## src/rtl/wdma_pkg.sv

```systemverilog
package wdma_pkg;

  typedef enum logic [1:0] {
    OP_READ   = 2'b00,
    OP_WRITE  = 2'b01,
    OP_CHECK  = 2'b10,
    OP_CHECKB = 2'b11
  } opKind_t;

  // Strobes from control to datapath
  typedef struct packed {
    logic load;     // accept a new start
    logic step;     // one word moved
    logic capture;  // compare word examined
    logic setNxm;   // missing memory at segment start
    logic setWce;   // compare miss
  } strobe_t;

endpackage

```

## src/rtl/wdma_ctrl.sv

```systemverilog
module wdma_ctrl
  import wdma_pkg::*;
#(
  parameter int WORD_W   = 16,
  parameter int PAGE_LG2 = 13,
  localparam int BYTES_W = WORD_W + 2,
  localparam int WORDS_W = WORD_W + 1,
  localparam int SEG_W   = PAGE_LG2 + 1
) (
  input  logic               clk,
  input  logic               rstN,
  input  logic               startValid,
  input  logic [1:0]         startOp,
  input  logic [BYTES_W-1:0] startBytes,
  input  logic [WORD_W-1:0]  startWc,
  input  logic [PAGE_LG2-1:0] pageOff,
  input  logic               memReady,
  input  logic               memExists,
  input  logic               devOutReady,
  input  logic               devInValid,
  input  logic               cmpMiss,
  output strobe_t            strobe,
  output logic               memValid,
  output logic               memWrite,
  output logic               devOutValid,
  output logic               devInReady,
  output logic               busy,
  output logic               doneP
);

  localparam int PAGE_BYTES = 1 << PAGE_LG2;
  localparam int HALF_PAGE  = PAGE_BYTES / 2;

  opKind_t              opQ;
  logic                 running;
  logic [WORDS_W-1:0]   wordsLeft;
  logic [SEG_W-1:0]     segLeft;
  logic                 segFirst;
  logic                 doneQ;

  // Effective count at start
  logic [WORD_W:0]      wcRoom;
  logic [BYTES_W-1:0]   roomBytes;
  logic [BYTES_W-1:0]   evenReq;
  logic [BYTES_W-1:0]   effBytes;
  logic                 accept;

  always_comb begin
    wcRoom    = {1'b0, ~startWc} + {{WORD_W{1'b0}}, 1'b1};
    roomBytes = {wcRoom, 1'b0};
    evenReq   = {startBytes[BYTES_W-1:1], 1'b0};
    effBytes  = (evenReq < roomBytes) ? evenReq : roomBytes;
    accept    = startValid && !running;
  end

  // Segment length from the page offset
  logic [SEG_W:0]   spanSum;
  logic [SEG_W-1:0] pageSpan;
  logic [SEG_W-1:0] firstSeg;
  logic [SEG_W-1:0] curSeg;

  always_comb begin
    spanSum  = (SEG_W+1)'(PAGE_BYTES) - {2'b00, pageOff} + {{SEG_W{1'b0}}, 1'b1};
    pageSpan = spanSum[SEG_W:1];
    firstSeg = (WORDS_W'(pageSpan) < wordsLeft) ? pageSpan : wordsLeft[SEG_W-1:0];
    curSeg   = segFirst ? firstSeg : segLeft;
  end

  // Beat decode
  logic isRead, isCheck, peerReady, existOk, beat, miss;
  logic stepNow, nxmNow, wceNow, lastNow, endNow;

  always_comb begin
    isRead    = (opQ == OP_READ);
    isCheck   = opQ[1];
    peerReady = isRead ? devOutReady : devInValid;
    memValid  = running && peerReady;
    existOk   = !segFirst || memExists;
    beat      = memValid && memReady;
    miss      = isCheck && cmpMiss;
    stepNow   = beat && existOk && !miss;
    nxmNow    = beat && !existOk;
    wceNow    = beat && existOk && miss;
    lastNow   = stepNow && (wordsLeft == {{(WORDS_W-1){1'b0}}, 1'b1});
    endNow    = nxmNow || wceNow || lastNow;

    devOutValid = running && isRead && memReady && existOk;
    devInReady  = running && !isRead && memReady && existOk;
    memWrite    = (opQ == OP_WRITE);

    strobe.load    = accept;
    strobe.step    = stepNow;
    strobe.capture = beat && existOk && isCheck;
    strobe.setNxm  = nxmNow;
    strobe.setWce  = wceNow;
  end

  always_ff @(posedge clk or negedge rstN) begin
    if (!rstN) begin
      opQ       <= OP_READ;
      running   <= 1'b0;
      wordsLeft <= '0;
      segLeft   <= '0;
      segFirst  <= 1'b1;
      doneQ     <= 1'b0;
    end else begin
      doneQ <= 1'b0;
      if (accept) begin
        opQ       <= opKind_t'(startOp);
        wordsLeft <= effBytes[BYTES_W-1:1];
        segLeft   <= '0;
        segFirst  <= 1'b1;
        if (effBytes == '0) doneQ   <= 1'b1;
        else                running <= 1'b1;
      end else if (running) begin
        if (stepNow) begin
          wordsLeft <= wordsLeft - {{(WORDS_W-1){1'b0}}, 1'b1};
          segLeft   <= curSeg - {{(SEG_W-1){1'b0}}, 1'b1};
          segFirst  <= (curSeg == {{(SEG_W-1){1'b0}}, 1'b1});
        end
        if (endNow) begin
          running <= 1'b0;
          doneQ   <= 1'b1;
        end
      end
    end
  end

  assign busy  = running;
  assign doneP = doneQ;

  a_r9_done_single: assert property (@(posedge clk) disable iff (!rstN)
    doneP |=> !doneP);

  a_r9_idle_at_done: assert property (@(posedge clk) disable iff (!rstN)
    doneP |-> !busy);

  a_r2_zero_count: assert property (@(posedge clk) disable iff (!rstN)
    (accept && effBytes == '0) |=> (doneP && !busy));

  a_r5_segment_bound: assert property (@(posedge clk) disable iff (!rstN)
    (running && !segFirst) |-> (segLeft <= SEG_W'(HALF_PAGE)));

  a_r10_full_rate: assert property (@(posedge clk) disable iff (!rstN)
    (busy && memReady && memExists && !cmpMiss && peerReady)
      |-> (isRead ? devOutValid : devInReady));

endmodule

```

## src/rtl/wdma_path.sv

```systemverilog
module wdma_path
  import wdma_pkg::*;
#(
  parameter int WORD_W   = 16,
  parameter int EXT_W    = 6,
  parameter int PAGE_LG2 = 13,
  localparam int ADDR_W  = WORD_W + EXT_W,
  localparam int BYTES_W = WORD_W + 2
) (
  input  logic                clk,
  input  logic                rstN,
  input  strobe_t             strobe,
  input  logic [WORD_W-1:0]   startWc,
  input  logic [WORD_W-1:0]   startBa,
  input  logic [EXT_W-1:0]    startBae,
  input  logic                startInhibit,
  input  logic [WORD_W-1:0]   devInData,
  input  logic [WORD_W-1:0]   memRdata,
  output logic                cmpMiss,
  output logic [PAGE_LG2-1:0] pageOff,
  output logic [ADDR_W-1:0]   memAddr,
  output logic [WORD_W-1:0]   memWdata,
  output logic [BYTES_W-1:0]  bytesDone,
  output logic [WORD_W-1:0]   wcOut,
  output logic [WORD_W-1:0]   baOut,
  output logic [EXT_W-1:0]    baeOut,
  output logic [WORD_W-1:0]   dataBuf,
  output logic                nxmErr,
  output logic                wceOdd,
  output logic                wceEven
);

  logic [ADDR_W-1:0]  addrQ;
  logic [WORD_W-1:0]  wcQ;
  logic [BYTES_W-1:0] bytesQ;
  logic [WORD_W-1:0]  dbQ;
  logic               inhQ, nxmQ, oddQ, evenQ;

  always_ff @(posedge clk or negedge rstN) begin
    if (!rstN) begin
      addrQ  <= '0;
      wcQ    <= '0;
      bytesQ <= '0;
      dbQ    <= '0;
      inhQ   <= 1'b0;
      nxmQ   <= 1'b0;
      oddQ   <= 1'b0;
      evenQ  <= 1'b0;
    end else if (strobe.load) begin
      addrQ  <= {startBae, startBa};
      wcQ    <= startWc;
      bytesQ <= '0;
      inhQ   <= startInhibit;
      nxmQ   <= 1'b0;
      oddQ   <= 1'b0;
      evenQ  <= 1'b0;
    end else begin
      if (strobe.step) begin
        if (!inhQ) addrQ <= addrQ + ADDR_W'(2);
        wcQ    <= wcQ + {{(WORD_W-1){1'b0}}, 1'b1};
        bytesQ <= bytesQ + BYTES_W'(2);
      end
      if (strobe.capture) dbQ <= devInData;
      if (strobe.setNxm)  nxmQ <= 1'b1;
      if (strobe.setWce) begin
        oddQ  <= addrQ[0];
        evenQ <= ~addrQ[0];
      end
    end
  end

  assign cmpMiss   = (devInData != memRdata);
  assign pageOff   = addrQ[PAGE_LG2-1:0];
  assign memAddr   = addrQ;
  assign memWdata  = devInData;
  assign bytesDone = bytesQ;
  assign wcOut     = wcQ;
  assign baOut     = addrQ[WORD_W-1:0];
  assign baeOut    = addrQ[ADDR_W-1:WORD_W];
  assign dataBuf   = dbQ;
  assign nxmErr    = nxmQ;
  assign wceOdd    = oddQ;
  assign wceEven   = evenQ;

  a_r3_addr_advance: assert property (@(posedge clk) disable iff (!rstN)
    (strobe.step && !strobe.load && !inhQ) |=> (memAddr == $past(memAddr) + ADDR_W'(2)));

  a_r4_addr_frozen: assert property (@(posedge clk) disable iff (!rstN)
    (strobe.step && !strobe.load && inhQ) |=> $stable(memAddr));

  a_r1_hold_between: assert property (@(posedge clk) disable iff (!rstN)
    (!strobe.load && !strobe.step) |=> ($stable(memAddr) && $stable(wcOut) && $stable(bytesDone)));

  a_r7_count_step: assert property (@(posedge clk) disable iff (!rstN)
    (strobe.step && !strobe.load) |=> (wcOut == $past(wcOut) + WORD_W'(1)));

  a_r6_one_side: assert property (@(posedge clk) disable iff (!rstN)
    $onehot0({wceOdd, wceEven}));

endmodule

```

## src/rtl/wdma_engine.sv

```systemverilog
module wdma_engine
  import wdma_pkg::*;
#(
  parameter int WORD_W   = 16,
  parameter int EXT_W    = 6,
  parameter int PAGE_LG2 = 13,
  localparam int ADDR_W  = WORD_W + EXT_W,
  localparam int BYTES_W = WORD_W + 2
) (
  input  logic               clk,
  input  logic               rstN,
  input  logic               startValid,
  input  logic [1:0]         startOp,
  input  logic [BYTES_W-1:0] startBytes,
  input  logic [WORD_W-1:0]  startWc,
  input  logic [WORD_W-1:0]  startBa,
  input  logic [EXT_W-1:0]   startBae,
  input  logic               startInhibit,
  output logic               memValid,
  output logic               memWrite,
  output logic [ADDR_W-1:0]  memAddr,
  output logic [WORD_W-1:0]  memWdata,
  input  logic               memReady,
  input  logic               memExists,
  input  logic [WORD_W-1:0]  memRdata,
  output logic               devOutValid,
  output logic [WORD_W-1:0]  devOutData,
  input  logic               devOutReady,
  input  logic               devInValid,
  input  logic [WORD_W-1:0]  devInData,
  output logic               devInReady,
  output logic               busy,
  output logic               doneP,
  output logic [BYTES_W-1:0] bytesDone,
  output logic [WORD_W-1:0]  wcOut,
  output logic [WORD_W-1:0]  baOut,
  output logic [EXT_W-1:0]   baeOut,
  output logic [WORD_W-1:0]  dataBuf,
  output logic               nxmErr,
  output logic               wceErr,
  output logic               wceOdd,
  output logic               wceEven
);

  strobe_t             strobe;
  logic                cmpMiss;
  logic [PAGE_LG2-1:0] pageOff;

  wdma_ctrl #(.WORD_W(WORD_W), .PAGE_LG2(PAGE_LG2)) ctrl (
    .clk(clk), .rstN(rstN),
    .startValid(startValid), .startOp(startOp), .startBytes(startBytes), .startWc(startWc),
    .pageOff(pageOff), .memReady(memReady), .memExists(memExists),
    .devOutReady(devOutReady), .devInValid(devInValid), .cmpMiss(cmpMiss),
    .strobe(strobe), .memValid(memValid), .memWrite(memWrite),
    .devOutValid(devOutValid), .devInReady(devInReady), .busy(busy), .doneP(doneP)
  );

  wdma_path #(.WORD_W(WORD_W), .EXT_W(EXT_W), .PAGE_LG2(PAGE_LG2)) path (
    .clk(clk), .rstN(rstN), .strobe(strobe),
    .startWc(startWc), .startBa(startBa), .startBae(startBae), .startInhibit(startInhibit),
    .devInData(devInData), .memRdata(memRdata), .cmpMiss(cmpMiss), .pageOff(pageOff),
    .memAddr(memAddr), .memWdata(memWdata), .bytesDone(bytesDone), .wcOut(wcOut),
    .baOut(baOut), .baeOut(baeOut), .dataBuf(dataBuf), .nxmErr(nxmErr),
    .wceOdd(wceOdd), .wceEven(wceEven)
  );

  assign devOutData = memRdata;
  assign wceErr     = wceOdd | wceEven;

  a_r7_even_total: assert property (@(posedge clk) disable iff (!rstN)
    bytesDone[0] == 1'b0);

  a_r9_flags_cleared: assert property (@(posedge clk) disable iff (!rstN)
    (startValid && !busy) |=> (!nxmErr && !wceErr));

endmodule

```

## config.mk

```make
export PLATFORM = sky130hd
export DESIGN_NAME = wdma_engine
export DESIGN_NICKNAME = d
export VERILOG_FILES = /design/src/rtl/wdma_pkg.sv /design/src/rtl/wdma_ctrl.sv /design/src/rtl/wdma_path.sv /design/src/rtl/wdma_engine.sv
export SDC_FILE = /design/constraint.sdc
export NUM_CORES = 1
export LEC_CHECK = 0
export BUFFER_PORTS_ARGS = -buffer_cell sky130_fd_sc_hd__buf_2
export CAP_MARGIN = 5
export CELL_PAD_IN_SITES_DETAIL_PLACEMENT = 0
export CELL_PAD_IN_SITES_GLOBAL_PLACEMENT = 1
export CORE_AREA = 2 2 106 210
export DETAILED_ROUTE_END_ITERATION = 6
export DIE_AREA = 0 0 108 212
export PLACE_DENSITY = 0.76
export SLEW_MARGIN = 20
export SYNTH_ARGS = -nofsm -noshare
export SYNTH_HDL_FRONTEND = slang
export SYNTH_SLANG_ARGS = --single-unit
```

## constraint.sdc

```tcl
create_clock -name clk -period 5.95 [get_ports clk]
set_clock_uncertainty 0.15 [all_clocks]
set_input_delay 1.19 -clock clk [delete_from_list [all_inputs] [get_ports clk]]
set_output_delay 1.19 -clock clk [all_outputs]
set_load 0.02 [all_outputs]
```

# Word-level counts from Yosys, hierarchy flattened
# Cells that the tools add are included.
[word_totals] register_bits=112 input_bits=98 out_inout_bits=136 wordCells=101
[classes] add_sub_neg=8 n_lt_le_gt_ge=2 n_eq_ne=6 n_mux=34 bitwise=4 reduce_logical=33
[op_table] operator="$mux W14" n=5
[op_table] operator="$mux W22" n=3
[op_table] operator="$mux W18" n=3
[op_table] operator="$mux W17" n=3
[op_table] operator="$mux W16" n=2
[op_table] operator="$add A22 B2 Y22 const B" n=1
[op_table] operator="$add A18 B2 Y18 const B" n=1
[op_table] operator="$logic_not A18 Y1" n=1
[op_table] operator="$lt A18 B18 Y1" n=1
[op_table] operator="$mux W1" n=18
[op_table] operator="$add A16 B1 Y17 const B" n=1
[op_table] operator="$eq A17 B1 Y1 const B" n=1
[op_table] operator="$lt A14 B17 Y1" n=1
[op_table] operator="$sub A17 B1 Y17 const B" n=1
[op_table] operator="$add A16 B1 Y16 const B" n=1
[op_table] operator="$logic_and A1 B1 Y1" n=16
[op_table] operator="$ne A16 B16 Y1" n=1
[op_table] operator="$not A16 Y16" n=1
[op_table] operator="$add A15 B1 Y15 const B" n=1
[op_table] operator="$sub A14 B13 Y15 const A" n=1
[op_table] operator="$eq A14 B1 Y1 const B" n=1
[op_table] operator="$sub A14 B1 Y14 const B" n=1
[op_table] operator="$reduce_bool A2 Y1" n=4
[op_table] operator="$reduce_and A2 Y1" n=3
[op_table] operator="other kinds (7)" n=15

# Longest topological paths before layout
[logic_depth] depth_word=11 mapped_depth=23 depth_no_buf=20

# Modules after synthesis
# A second synthesis with hierarchy kept.
[hier_totals] cells_unflattened=955 hier_area_um2=8420.6
[by_module_without_submodules] mod="wdma_path" n_inst=1 cells_per_inst=454 area_per_inst_um2=4297.9 seq_area_each_um2=1876.8
[by_module_without_submodules] mod="wdma_ctrl" n_inst=1 cells_per_inst=484 area_per_inst_um2=3996.3 seq_area_each_um2=902.1
[by_module_without_submodules] mod="wdma_engine" n_inst=1 cells_per_inst=17 area_per_inst_um2=126.4 seq_area_each_um2=0.0

# Least setup slack after synthesis
# OpenSTA, ideal clock, no wires.
[synth_path] kind="register -> register" startpoint="reg path.addrQ[1] (netlist: path.memAddr[1])" endpoint="reg ctrl.segLeft[8]" setup_time_ns=0.128 arrival_time_ns=4.437 required_ns=5.672 slack_ns=1.236 path_stages_with_launch=23 path_buffers=3 period_less_slack_ns=4.714 cell_sequence="dfrtp_1 -> buf_4 -> inv_2 -> ha_1 -> or3b_4 -> or2_1 -> buf_6 -> nor3b_4 -> xnor2_1 -> ha_1 -> nand4_1 -> a2111oi_0 -> o31a_1 -> nor2_1 -> buf_2 -> nand2_1 -> o211ai_1 -> o21ai_0 -> ha_1 -> nand3_2 -> nor3b_1 -> xnor2_1 -> o21ai_0"
[synth_between] elab_chain_cells=9
[synth_lines] item="start, declared" line="wdma_path.sv:33" rtl="logic [ADDR_W-1:0] addrQ;"
[synth_lines] item="start signal, assigned" line="wdma_path.sv:50" rtl="addrQ <= {startBae, startBa};"
[synth_lines] item="start signal, assigned" line="wdma_path.sv:59" rtl="if (!inhQ) addrQ <= addrQ + ADDR_W'(2);"
[synth_lines] item="$sub A14 B13 Y15 (*)" line="wdma_ctrl.sv:63" rtl="spanSum = (SEG_W+1)'(PAGE_BYTES) - {2'b00, pageOff} + {{SEG_W{1'b0}}, 1'b1};"
[synth_lines] item="$add A15 B1 Y15 (*)" line="wdma_ctrl.sv:63"
[synth_lines] item="$lt A14 B17 Y1" line="wdma_ctrl.sv:65" rtl="firstSeg = (WORDS_W'(pageSpan) < wordsLeft) ? pageSpan : wordsLeft[SEG_W-1:0];"
[synth_lines] item="$mux W14 (*)" line="wdma_ctrl.sv:65"
[synth_lines] item="$mux W14 (*)" line="wdma_ctrl.sv:66" rtl="curSeg = segFirst ? firstSeg : segLeft;"
[synth_lines] item="$sub A14 B1 Y14 (*)" line="wdma_ctrl.sv:118" rtl="segLeft <= curSeg - {{(SEG_W-1){1'b0}}, 1'b1};"
[synth_lines] item="$mux W14 (*)" line="wdma_ctrl.sv:116" rtl="if (stepNow) begin"
[synth_lines] item="$mux W14 (*)" line="wdma_ctrl.sv:115" rtl="end else if (running) begin"
[synth_lines] item="$mux W14 (*)" line="wdma_ctrl.sv:108" rtl="if (accept) begin"
[synth_lines] item="end signal, assigned" line="wdma_ctrl.sv:118"
[synth_lines] item="end, declared" line="wdma_ctrl.sv:37" rtl="logic [SEG_W-1:0] segLeft;"
# Every way passes the cells marked *; elsewhere a longest branch is shown, timed or not. The select of a mux whose other input is x is not followed.
# A chain may end at the register's enable or synchronous reset.

# Worst setup path after layout
[layout_path] startpoint="reg path.addrQ[2] (netlist: path.memAddr[2])" endpoint="reg ctrl.segLeft[8]"
# Same word-level chain as after synthesis.

==> results.json <==
{
  "outcome": "complete, no violations",
  "ir_drop_v": 0.000194,
  "critical_path.max_stage_delay_ns": 0.78,
  "dominantRegCellSynth": "sky130_fd_sc_hd__dfrtp_1",
  "port_buffers": 231,
  "worstPathRequired_ns": 6.03,
  "relative_max_transition_margin_pct": 33.4,
  "ys_top_cells_by_area": "sky130_fd_sc_hd__dfrtp_1, sky130_fd_sc_hd__xnor2_1, sky130_fd_sc_hd__ha_1",
  "worst_setup_hold_path_clk_slew_ns": 0.09,
  "critical_path_peak_fanout": 12,
  "netlist-cell-type-count": 83,
  "synth_largest_area_cell": "sky130_fd_sc_hd__dfrtp_1",
  "detailroute.via_count": 7112,
  "worstPathCellList": "inv_1 > ha_1 > or3b_4 > or2_1 > nor3b_4 > xnor2_1 > ha_1 > a211oi_1 > nor2_1 > o31a_1 > nor2_1 > o211ai_1 > o21ai_0 > ha_1 > nand3_2 > nor3b_1 > xnor2_1 > o21ai_0",
  "post_cts_resize_count": 0,
  "ys_seq_area_share_pct": 34.1,
  "dp_hpwl_um": 18100,
  "drt_iter0_markers": 209,
  "crit_path_start_kind": "flop",
  "cp_common_cell": "sky130_fd_sc_hd__ha_1",
  "timing.final.hold_violations": 0,
  "detail_route.drc_violations": 0,
  "synth-edff-count": 0,
  "setup_repair_after_global_routing_missed_its_margin": "false",
  "routedWlPerCell_um": 16.8,
  "maxcap_violations": 0,
  "finalWirelength_um": 23100,
  "final_estimated_routing_congestion_in_global_placement": 0.865,
  "synth-warning-count": 0,
  "cts-root-buf": "sky130_fd_sc_hd__clkbuf_16",
  "floorplan.die.height_um": 212,
  "die_w_um": 108,
  "finalNetCount": 1224,
  "preCtsSetupSlack_ns": 0.588,
  "grt_max_degree": 80,
  "criticalPathCategory": "flop to flop",
  "num_rows": 76,
  "antenna_found_initial": 2,
  "core_mm2": 0.0214,
  "setup_violations": 0,
  "total_leakage_power_nw": 4.26,
  "worst-endpoint-arrival_ns": 5.47,
  "firstDrtPassIters": 4,
  "min_path_type": "flop to flop",
  "floorplan.initialDensity_pct": 38.0,
  "setup_tns_ns": 0,
  "mostFrequentLayoutCell": "sky130_fd_sc_hd__buf_2",
  "grt_first_pass_wirelength_um": 35800,
  "layout-area-overhead-vs-synth_pct": 14.8,
  "most-common-layout-cells": "sky130_fd_sc_hd__buf_2, sky130_fd_sc_hd__dfrtp_1, sky130_fd_sc_hd__nand2_1, sky130_fd_sc_hd__nor2_1, sky130_fd_sc_hd__o21ai_0",
  "cts_hold_buffers": 0,
  "setup_ws_ns": 0.564,
  "tritoncts_clock_tree": "done",
  "final_layout_size_suffix_gt1_share_pct": 27.3,
  "powerDensity_mw_per_mm2": 484,
  "global_route.overflow_total": 0,
  "synth_seq_cells": 111,
  "worstSetupEndpointType": "flop",
  "dieArea_mm2": 0.0229,
  "cts.path.max_buffers": 2,
  "synthCells": 931,
  "syn_area_mm2": 0.00814,
  "htreeDepth": 3,
  "detail-route-antenna-nets": 0,
  "routed_via_density": 5.20,
  "max_slew.worst_pin.slew_ns": 0.995,
  "fmax_mhz": 186,
  "asyncSetResetFlopFracSynth_pct": 100,
  "timing.critical_path.slowest_stage_cell": "sky130_fd_sc_hd__nor2_1",
  "synthesis.nets": 1066,
  "final_period_utilization_pct": 90.5,
  "gr-usage-all-layers_pct": 20.1,
  "top_ports": 234,
  "final_period_minus_worst_setup_slack_ns": 5.39,
  "slew_viol_final": 0,
  "insertion_delay_ns": 0.38,
  "post_synthesis_area_per_instance_um2": 8.74,
  "cts-buffers-inserted": 9,
  "clock_sinks": 111,
  "post-cts-setup-buffers": 0,
  "post-synth-top-area-fraction_pct": 33.8,
  "grt_pass1_vias": 7060
}
-- kinds of logic (layout without fill, tap and decap cells) --
logic type	count (synthesis)	in the layout	share of synthesized area (%)
AND/OR/NAND/NOR	353	353	21.3
AO/OA/AOI/OAI	163	163	13.2
buffers and inverters	130	293	10.2
flip-flops	111	111	34.1
XOR/XNOR	102	102	11.0
adder cells (fa/ha/maj)	37	37	5.69
multiplexers	34	34	4.46
other	1	3	0.0461
-- sequential cells by signal, indices dropped and copies added (netlist names), 2 cells and up --
register and flops:
path.wcOut 16, ctrl.segLeft 14, path.dataBuf 16, path.bytesDone 17, ctrl.opQ 2, ctrl.wordsLeft 17, path.memAddr 22
-- power breakdown --
part	total [mW]	leakage, nW	switching [mW]	internal, mW
Clock	0.625	0.142	0.328	0.297
Combinational	2.44	2.72	1.50	0.945
Sequential	1.45	1.40	0.396	1.06
Total	4.52	4.26	2.22	2.30
-- final cells by class --
class | count | area (um^2)
fillers | 2218 | 12100
multi-input cells | 690 | 4540
flip-flops and latches | 111 | 2780
repair buffers | 243 | 1250
well taps | 273 | 342
clock buffers | 9 | 225
inverters | 34 | 128
clock inverters | 7 | 70.1
diodes | 2 | 5.00
-- cells in the mapped netlist, drive strengths merged, types with 5 or more instances --
cell / number
nand3: 46
xor2: 47
nand2: 104
nor3: 32
nor2: 78
nor4: 19
o21ai: 72
a21oi: 22
a21o: 7
inv: 34
or3: 5
mux2: 18
buf: 65
clkbuf: 29
ha: 37
and3: 11
or4: 6
nor2b: 7
dfrtp: 110
xnor2: 55
a31oi: 7
nand2b: 5
nand4: 24
o211ai: 13
mux2i: 16
-- worst max-delay path: cells and delay by family (launching register included) --
family	cells	cell delay [ns]
simple gates	7	2.34
buf+inv	1	0.13
flops	1	0.51
compound gates	5	0.97
fa+ha+maj	3	0.76
xor+xnor	2	0.40
-- final timing paths --
check,startpoint,endpoint,slack (ns),cells after the start
max,path.memAddr[2],ctrl.segLeft[8],0.56,18
min,path.nxmErr,path.nxmErr,0.35,2
max reg2reg,path.memAddr[2],ctrl.segLeft[8],0.56,18
min reg2reg,path.nxmErr,path.nxmErr,0.35,2
max in group asynchronous,rstN,ctrl.segLeft[13],4.12,2
min in group asynchronous,rstN,path.dataBuf[1],0.58,1
-- per-layer routing --
| metal | wire, um | global-route usage [%] | up-vias |
|---|---|---|---|
| met2 | 13100 | 38.9 | 166 |
| met4 | 965 | 10.3 | 0 |
| met1 | 8340 | 20.5 | 3343 |
| li1 | - | - | 3554 |
| met3 | 692 | 2.39 | 49 |
| met5 | 0 | 0 | - |
-- through the flow --
| stage | total power [mW] | util [%] | hold slack, ns | std cells | area (um^2) |
|---|---|---|---|---|---|
| 2_1_floorplan | 3.31 | - | 0.311 | 931 | 8140 |
| 3_3_place_gp | 3.90 | 42.2 | 0.324 | 1351 | 9040 |
| 3_5_place_dp | 3.94 | 42.2 | 0.332 | 1351 | 9040 |
| 4_1_cts | 4.57 | 43.6 | 0.353 | 1367 | 9330 |
| 5_1_grt | 4.88 | 43.6 | 0.365 | 1369 | 9340 |
| 6_report | 4.52 | 43.6 | 0.345 | 1369 | 9340 |
(Power assumes the default switching activity.)
